### src/rtl/can_flag_pkg.sv
package can_flag_pkg;

  typedef enum logic [1:0] {
    ST_ACTIVE  = 2'b00,
    ST_WARN    = 2'b01,
    ST_PASSIVE = 2'b10,
    ST_BUSOFF  = 2'b11
  } err_state_t;

  // event flag slots in the internal vector and in irq_en
  localparam int EV_RXF  = 0;
  localparam int EV_OVR  = 1;
  localparam int EV_CSC  = 2;
  localparam int EV_WAKE = 3;
  localparam int EV_N    = 4;

  // register bit positions that the host sees
  localparam int BIT_WAKE = 7;
  localparam int BIT_CSC  = 6;
  localparam int BIT_OVR  = 1;
  localparam int BIT_RXF  = 0;

endpackage

### src/rtl/can_err_classify.sv
module can_err_classify #(
  parameter int CNT_W       = 8,
  parameter int WARN_LIM    = 96,
  parameter int PASSIVE_LIM = 128,
  parameter bit HAS_BUSOFF  = 1'b0
) (
  input  logic [CNT_W-1:0]        cnt,
  input  logic                    bus_off,
  output can_flag_pkg::err_state_t state
);
  import can_flag_pkg::*;

  localparam logic [CNT_W-1:0] WARN_T    = CNT_W'(WARN_LIM);
  localparam logic [CNT_W-1:0] PASSIVE_T = CNT_W'(PASSIVE_LIM);

  always_comb begin
    if (HAS_BUSOFF && bus_off)  state = ST_BUSOFF;
    else if (cnt >= PASSIVE_T)  state = ST_PASSIVE;
    else if (cnt >= WARN_T)     state = ST_WARN;
    else                        state = ST_ACTIVE;
  end

endmodule

### src/rtl/can_status_track.sv
module can_status_track (
  input  logic                     clk,
  input  logic                     rst,
  input  logic                     pending,
  input  can_flag_pkg::err_state_t cur_rx,
  input  can_flag_pkg::err_state_t cur_tx,
  output can_flag_pkg::err_state_t rx_state,
  output can_flag_pkg::err_state_t tx_state,
  output logic                     change
);
  import can_flag_pkg::*;

  // fields follow the live state only while no status-change flag is pending
  always_ff @(posedge clk) begin
    if (rst) begin
      rx_state <= ST_ACTIVE;
      tx_state <= ST_ACTIVE;
    end else if (!pending) begin
      rx_state <= cur_rx;
      tx_state <= cur_tx;
    end
  end

  assign change = !pending && ((cur_rx != rx_state) || (cur_tx != tx_state));

endmodule

### src/rtl/can_w1c_flag.sv
module can_w1c_flag (
  input  logic clk,
  input  logic rst,
  input  logic hold,
  input  logic set,
  input  logic clr,
  output logic flag,
  output logic flag_nxt
);

  // a hardware set wins over a host clear in the same cycle
  always_comb begin
    if (hold)      flag_nxt = 1'b0;
    else if (set)  flag_nxt = 1'b1;
    else if (clr)  flag_nxt = 1'b0;
    else           flag_nxt = flag;
  end

  always_ff @(posedge clk) begin
    if (rst) flag <= 1'b0;
    else     flag <= flag_nxt;
  end

endmodule

### src/rtl/can_rx_flag_reg.sv
module can_rx_flag_reg #(
  parameter int CNT_W       = 8,
  parameter int WARN_LIM    = 96,
  parameter int PASSIVE_LIM = 128
) (
  input  logic             clk,
  input  logic             rst,
  input  logic             init_req,
  input  logic             init_ack,
  input  logic             sleep_mode,
  input  logic             bus_activity,
  input  logic [CNT_W-1:0] tx_err_cnt,
  input  logic [CNT_W-1:0] rx_err_cnt,
  input  logic             bus_off,
  input  logic             ovr_pulse,
  input  logic             rxf_pulse,
  input  logic             wr_en,
  input  logic [7:0]       wr_data,
  input  logic [3:0]       irq_en,
  output logic [7:0]       rd_data,
  output logic             irq_wake,
  output logic             irq_stat,
  output logic             irq_ovr,
  output logic             irq_rxf
);
  import can_flag_pkg::*;

  logic       init_mode;
  logic       host_wr;
  err_state_t cur_rx, cur_tx, rx_state, tx_state;
  logic       stat_change;
  logic [EV_N-1:0] evt_set, evt_clr, evt_q, evt_nxt, irq_q;

  assign init_mode = init_req & init_ack;
  assign host_wr   = wr_en & ~init_req & ~init_ack;

  can_err_classify #(
    .CNT_W(CNT_W), .WARN_LIM(WARN_LIM), .PASSIVE_LIM(PASSIVE_LIM), .HAS_BUSOFF(1'b0)
  ) u_cls_rx (
    .cnt(rx_err_cnt), .bus_off(1'b0), .state(cur_rx)
  );

  can_err_classify #(
    .CNT_W(CNT_W), .WARN_LIM(WARN_LIM), .PASSIVE_LIM(PASSIVE_LIM), .HAS_BUSOFF(1'b1)
  ) u_cls_tx (
    .cnt(tx_err_cnt), .bus_off(bus_off), .state(cur_tx)
  );

  can_status_track u_track (
    .clk(clk), .rst(rst), .pending(evt_q[EV_CSC]),
    .cur_rx(cur_rx), .cur_tx(cur_tx),
    .rx_state(rx_state), .tx_state(tx_state), .change(stat_change)
  );

  always_comb begin
    evt_set          = '0;
    evt_set[EV_WAKE] = sleep_mode & bus_activity;
    evt_set[EV_CSC]  = stat_change;
    evt_set[EV_OVR]  = ovr_pulse;
    evt_set[EV_RXF]  = rxf_pulse;
    evt_clr          = '0;
    if (host_wr) begin
      evt_clr[EV_WAKE] = wr_data[BIT_WAKE];
      evt_clr[EV_CSC]  = wr_data[BIT_CSC];
      evt_clr[EV_OVR]  = wr_data[BIT_OVR];
      evt_clr[EV_RXF]  = wr_data[BIT_RXF];
    end
  end

  for (genvar i = 0; i < EV_N; i++) begin : g_evt
    can_w1c_flag u_flag (
      .clk(clk), .rst(rst), .hold(init_mode),
      .set(evt_set[i]), .clr(evt_clr[i]),
      .flag(evt_q[i]), .flag_nxt(evt_nxt[i])
    );

    always_ff @(posedge clk) begin
      if (rst) irq_q[i] <= 1'b0;
      else     irq_q[i] <= evt_nxt[i] & irq_en[i];
    end
  end

  assign rd_data  = {evt_q[EV_WAKE], evt_q[EV_CSC], rx_state, tx_state,
                     evt_q[EV_OVR], evt_q[EV_RXF]};
  assign irq_wake = irq_q[EV_WAKE];
  assign irq_stat = irq_q[EV_CSC];
  assign irq_ovr  = irq_q[EV_OVR];
  assign irq_rxf  = irq_q[EV_RXF];

endmodule

### config.mk
export PLATFORM = sky130hd
export DESIGN_NAME = can_rx_flag_reg
export DESIGN_NICKNAME = d
export VERILOG_FILES = /design/src/rtl/can_flag_pkg.sv /design/src/rtl/can_err_classify.sv /design/src/rtl/can_status_track.sv /design/src/rtl/can_w1c_flag.sv /design/src/rtl/can_rx_flag_reg.sv
export SDC_FILE = /design/constraint.sdc
export NUM_CORES = 1
export LEC_CHECK = 0
export ABC_AREA = 1
export BUFFER_PORTS_ARGS = -buffer_cell sky130_fd_sc_hd__clkbuf_2
export CAP_MARGIN = 20
export CORE_MARGIN = 3
export CORE_UTILIZATION = 32
export DETAILED_ROUTE_END_ITERATION = 10
export PLACE_DENSITY = 0.83
export SLEW_MARGIN = 30
export SYNTH_ARGS = -nofsm -noshare
export SYNTH_HDL_FRONTEND = slang
export SYNTH_SLANG_ARGS = --single-unit
### constraint.sdc
create_clock -name clk -period 1.74 [get_ports clk]
set_input_delay 0 -clock clk [delete_from_list [all_inputs] [get_ports clk]]
set_output_delay 0 -clock clk [all_outputs]
set_load 0.01 [all_outputs]
==> metrics.yaml, run 1 <==
sta:
  drv_slew: 0
  fmax_mhz: 688.9
  relSlewSlack_pct: 82.50
  setup_viol_count_final: 0
  finalHoldViolCount: 0
  skew_ns: 0.0006308
  setup_tns_ns: 0
  period_share_pct: 83.43
  worstMarginPinSlew_ns: 0.2621
  grt_setup_unrepaired: "false"
  finalCriticalPeriod_ns: 1.452
clock_tree:
  clock_latency_ns: 0.27
  cts_hold_buf: 8
  cts_tree: "yes"
  cts_buffer_depth: 2
  post_cts_buffers: 0
  numCtsBuffers: 3
  clock-sinks: 12
  cts_resized: 0
  path_clk_slew_ns: 0.07
  cts_root_buf: "clkbuf_4"
  h-tree-depth: 1
power_and_ir_drop:
  irDropWorstVdd_uv: 256.4
  fin_total_pwr_w: 0.0006035
  p_leak_nw: 0.4577
  power_density_nw_per_um2: 739.8
synth:
  ys_ff_latch: 12
  synthCells: 77
  synthAdderAreaFrac_pct: 0
  synth_top_family_by_area: "simple AND/OR/NAND/NOR gates"
  seq_area_frac_synth_pct: 43.84
  muxShareOfSynthArea_pct: 0
  synth_compound_area_share_pct: 13.93
  synth_area_sq_um: 548.0
  synth-simple-area-share_pct: 27.17
  avgSynthCellArea_sq_um: 7.117
  yosysWarnings: 0
  yosysUniqueCellTypes: 16
  syn_nets: 115
  synth_xor_area_share_pct: 0
global_routing:
  grt_pass1_vias: 542
  grt_max_degree: 8
  globalRouteTotalUtil_pct: 13.91
  grt-ovfl-total: 0
  antenna_found_initial: 0
  grt_pass1_wl_mm: 2.166
cells_and_area:
  diodes: 0
  nets: 159
  fin_cells: 135
  nFillCells: 154
  drive_gt1_share_pct: 36.13
  area_growth_pct: 48.86
  mostFrequentLayoutCell: "clkbuf_2"
  layout_common_cells: "35 x clkbuf_2, 17 x nand2_1, 13 x inv_1, 12 x dfxtp_1, 8 x dlygate4sd3_1"
min_path:
  min_to: "g_evt[3].u_flag.flag"
  min_path_cells: 3
  hp-class: "in2reg"
  hp-start: "sleep_mode"
critical_path:
  critPathArrivalTime_ns: 1.67
  endpoint_kind: "flip-flop"
  cp-start-kind: "primary input"
  slowest_delay_ns: 0.57
  reg2reg_to: "irq_rxf"
  critPathMaxFanout: 6
  r2r-start: "g_evt[0].u_flag.flag"
  slowest_stage: "dlygate4sd3_1"
  path_cells: "dlygate4sd3_1 -> clkbuf_2 -> inv_1 -> nand2_2 -> nor3_1 -> dlygate4sd3_1"
  crit_top_cell: "dlygate4sd3_1"
  crit_type: "in2reg"
  cp_data_required_time_ns: 1.95
  r2r_slack_ns: 0.51
  reg2reg_depth: 3
floorplanning:
  core-area_sq_um: 1559
  die_y_microns: 47.39
  die_area_sq_um: 2245
  initial_core_util_pct: 35.15
  die_w_microns: 47.39
  row_count: 14
  io_pins: 50
drt:
  dr.pass1.iters: 4
  ant_nets: 0
  vias: 641
  drt-total-wl_mm: 1.495
  wl_per_cell_microns: 11.07
  drc: 0
  viasPerCell: 4.748
  drt_iter0_drc: 13
place:
  hpwlAfterDp_mm: 1.099
  routabilityCongestion: 0.7620
  place_inst: 124
  port_buffers: 35
run_status:
  status: "complete, no violations"
flow_run:
  maxCapViolCount: 0
-- state kept, by name, summed over array words and instances (netlist names) --
name,cells
g_evt.u_flag.flag,4
u_track.rx_state,2
u_track.tx_state,2
irq_ovr,1
irq_rxf,1
irq_stat,1
irq_wake,1
-- worst max path at each step --
stage                         startpoint       end  cells past startpoint
global route                         rst   irq_rxf                      6
floorplan            u_track.rx_state[1]  irq_stat                      7
finish                               rst   irq_rxf                      6
CTS                                  rst   irq_rxf                      6
detailed placement  g_evt[2].u_flag.flag  irq_stat                      6
global placement    g_evt[2].u_flag.flag  irq_stat                      6
-- cell type report --
cell class | instances | area, sq um | area share (%)
repair buffers | 43 | 255.2 | 31.29
flip-flops and latches | 12 | 240.2 | 29.45
multi-input cells | 47 | 225.2 | 27.61
inverters | 14 | 52.55 | 6.442
clock buffers | 3 | 22.52 | 2.761
well taps | 16 | 20.02 | 2.454
-- stage by stage --
step | hold slack [ns] | setup slack (ns) | utilization, % | area [sq um]
after floorplan | 0.07229 | 0.8273 | - | 548.0
after global placement | 0.1975 | 0.7822 | 45.75 | 713.2
after detailed placement | 0.1991 | 0.7715 | 45.75 | 713.2
after CTS | 0.001353 | 0.3399 | 52.33 | 815.8
after global routing | 0.01558 | 0.2029 | 52.33 | 815.8
final | 0.009611 | 0.2884 | 52.33 | 815.8
-- critical path, delay by kind of cell --
| kind | cells | cell delay, ns |
|---|---|---|
| buffers and inverters | 4 | 1.35 |
| and+or+nand+nor | 2 | 0.32 |
-- kinds of logic after synthesis --
| kind of cell | after synthesis |
|---|---|
| AOI/OAI and AO/OA | 13 |
| buffers and inverters | 18 |
| DFF | 12 |
| and+or+nand+nor | 34 |
-- cell usage after synthesis --
cell type / count / share of area (%)
a21oi_1: 5 / 4.6
o21bai_1: 1 / 1.4
nor3_2: 1 / 1.8
nand4_1: 1 / 1.1
o21ai_0: 4 / 3.7
a21oi_2: 2 / 3.2
nand3_1: 6 / 5.5
dfxtp_1: 12 / 44
nor2_1: 6 / 4.1
nand2_2: 1 / 1.1
a31oi_1: 1 / 1.1
nand2_1: 17 / 12
buf_4: 4 / 5.5
inv_2: 1 / 0.68
nor3_1: 2 / 1.8
inv_1: 13 / 8.9
-- power breakdown --
part	switching (W)	total, W	internal [W]	leakage [nW]
clock network	0.0000871	0.000167	0.0000800	0.0138
registers	0.0000155	0.000309	0.000294	0.0994
logic	0.0000643	0.000127	0.0000631	0.344
total	0.000167	0.000603	0.000437	0.458
-- routing by layer --
metal	vias to the layer above	global-route usage [%]	part of all wire, %	routed length [microns]
li1	327	-	-	-
met1	288	15.53	38	563
met2	22	24.06	55	818
met3	4	1.916	5.3	79
met4	0	9.392	2.3	34
met5	-	0	0	0
No activity file was read; power rests on OpenSTA's default activity.
==> inputs of run 2 (changes only) <==
--- a/config.mk
+++ b/config.mk
@@ -11,7 +11,7 @@
 export CORE_MARGIN = 3
 export CORE_UTILIZATION = 32
 export DETAILED_ROUTE_END_ITERATION = 10
-export PLACE_DENSITY = 0.83
+export PLACE_DENSITY = 0.85
 export SLEW_MARGIN = 30
 export SYNTH_ARGS = -nofsm -noshare
 export SYNTH_HDL_FRONTEND = slang
==> constraint.sdc (replaced) <==
create_clock -name clk -period 1.17 [get_ports clk]
set_input_delay 0 -clock clk [delete_from_list [all_inputs] [get_ports clk]]
set_output_delay 0 -clock clk [all_outputs]
set_load 0.01 [all_outputs]
==> run 2 against run 1 <==
Effect of this change: the flow now finishes with violations (negative hold slack); setup slack lost 0.18 ns; wire length grew 2.5%; clock skew shrank 0.00051 ns; combinational power grew 53%; die area is the same; count of clock-buffer cells in the layout is the same; sequential cell count is the same; sequential share of layout area shrank 0.13 points; worst hold slack lost 0.016 ns; global-route usage is the same; critical path depth grew 1; design area grew 0.46%.
==> metrics.yaml, run 2 (synthesis results as in run 1) <==
run_status:
  status: "finished, violations left"
  violations: "negative hold slack"
drt:
  drt_iter0_drc: 6
  wl_per_cell_microns: 11.36
  dr.pass1.iters: 6
  drt-total-wl_mm: 1.533
  vias: 624
  ant_nets: 0
  drc: 0
  viasPerCell: 4.622
global_routing:
  antenna_found_initial: 0
  grt-ovfl-total: 0
  globalRouteTotalUtil_pct: 13.91
  grt_pass1_vias: 543
  grt_pass1_wl_mm: 2.228
  grt_max_degree: 8
sta:
  finalCriticalPeriod_ns: 1.060
  relSlewSlack_pct: 79.21
  worstMarginPinSlew_ns: 0.3101
  drv_slew: 0
  setup_viol_count_final: 0
  finalHoldViolCount: 1
  fmax_mhz: 943.6
  timing.hold.ws_ns: -0.006260
  period_share_pct: 90.58
  skew_ns: 0.0001187
  setup_tns_ns: 0
  grt_setup_unrepaired: "false"
cells_and_area:
  layout_common_cells: "35 x clkbuf_2, 17 x nand2_1, 13 x inv_1, 12 x dfxtp_1, 8 x dlygate4sd3_1"
  final_util_pct: 52.57
  nets: 159
  largest_register_ffs: 4
  nFillCells: 149
  area_growth_pct: 49.54
  fin_cells: 135
  drive_gt1_share_pct: 36.97
  mostFrequentLayoutCell: "clkbuf_2"
  diodes: 0
  largestRegisters: "g_evt.u_flag.flag (4), u_track.rx_state (2), u_track.tx_state (2)"
  top_register: "g_evt.u_flag.flag"
floorplanning:
  initial_core_util_pct: 35.15
  io_pins: 50
  die_area_sq_um: 2245
  row_count: 14
  die_y_microns: 47.39
  die_w_microns: 47.39
  core-area_sq_um: 1559
place:
  routabilityCongestion: 0.7654
  place_inst: 124
  port_buffers: 35
  hpwlAfterDp_mm: 1.065
clock_tree:
  cts_buffer_depth: 2
  numCtsBuffers: 3
  clock-sinks: 12
  h-tree-depth: 1
  cts_root_buf: "clkbuf_4"
  post_cts_buffers: 0
  clock_latency_ns: 0.26
  cts_tree: "yes"
  path_clk_slew_ns: 0.07
critical_path:
  r2r_slack_ns: 0.18
  critPathMaxFanout: 6
  reg2reg_to: "irq_stat"
  r2r-start: "g_evt[2].u_flag.flag"
  critPathArrivalTime_ns: 1.27
  reg2reg_depth: 6
  crit_type: "in2reg"
  cp-endpoint: "irq_stat"
  cp-start-kind: "primary input"
  startpoint: "rst"
  cp_data_required_time_ns: 1.38
  endpoint_kind: "flip-flop"
power_and_ir_drop:
  fin_total_pwr_w: 0.0008991
  irDropWorstVdd_uv: 642.1
  power_density_nw_per_um2: 1097
  p_leak_nw: 0.4531
flow_run:
  maxCapViolCount: 0
min_path:
  hp-class: "in2reg"
## run 2: worst min path at each step
| stage | from | cells after the start | slack, ns | to |
|---|---|---|---|---|
| 5_1_grt | sleep_mode | 3 | 0.03 | g_evt[3].u_flag.flag |
| 4_1_cts | rx_err_cnt[6] | 3 | 0.02 | u_track.rx_state[0] |
| 2_1_floorplan | rst | 1 | 0.07 | irq_wake |
| 3_5_place_dp | rst | 2 | 0.20 | irq_wake |
| 6_report | sleep_mode | 3 | -0.006 | g_evt[3].u_flag.flag |
| 3_3_place_gp | rst | 2 | 0.20 | irq_wake |
## run 2: timing repair
action / CTS / global route
endpoints found under the hold margin: 7 / 0
setup endpoints to repair: 0 / 1
gates resized for setup: 0 / 1
hold buffers: 9 / 0
## run 2: metrics by stage
step | worst slack (ns) | area [sq um] | hold slack, ns
5_1_grt | 0.05441 | 819.5 | 0.02557
6_report | 0.1102 | 819.5 | -0.006260
2_1_floorplan | 0.2573 | 548.0 | 0.07229
3_5_place_dp | 0.2044 | 713.2 | 0.1981
3_3_place_gp | 0.2221 | 713.2 | 0.1980
4_1_cts | 0.01783 | 825.8 | 0.01812
## run 2: critical path, stage by stage
cell           delay (ns)
dlygate4sd3_1        0.53
clkbuf_2             0.12
inv_1                0.13
nand2_2              0.13
a31oi_1              0.18
nand2_1              0.10
nor2_1               0.08
## run 2: layout make-up
cell class	instances	area, sq um	area share, %
Timing Repair Buffer	43	255.2	31.15
Multi-Input combinational cell	47	229.0	27.94
Sequential cell	12	240.2	29.31
Tap cell	16	20.02	2.443
Inverter	14	52.55	6.412
Clock buffer	3	22.52	2.748
## run 2: power by group
group	total [W]	internal [W]	leakage, nW	switching (W)
clock	0.000247	0.000119	0.0138	0.000128
sequential	0.000458	0.000437	0.0994	0.0000211
combinational	0.000194	0.0000955	0.340	0.0000990
total	0.000899	0.000651	0.453	0.000248
## run 2: routing by layer
| layer | share of wire (%) | GRT usage (%) | vias to the layer above |
|---|---|---|---|
| met3 | 4.3 | 3.448 | 4 |
| met1 | 42 | 17.58 | 275 |
| met4 | 2.0 | 5.525 | 0 |
| li1 | - | - | 324 |
| met5 | 0 | 0 | - |
| met2 | 52 | 22.46 | 21 |
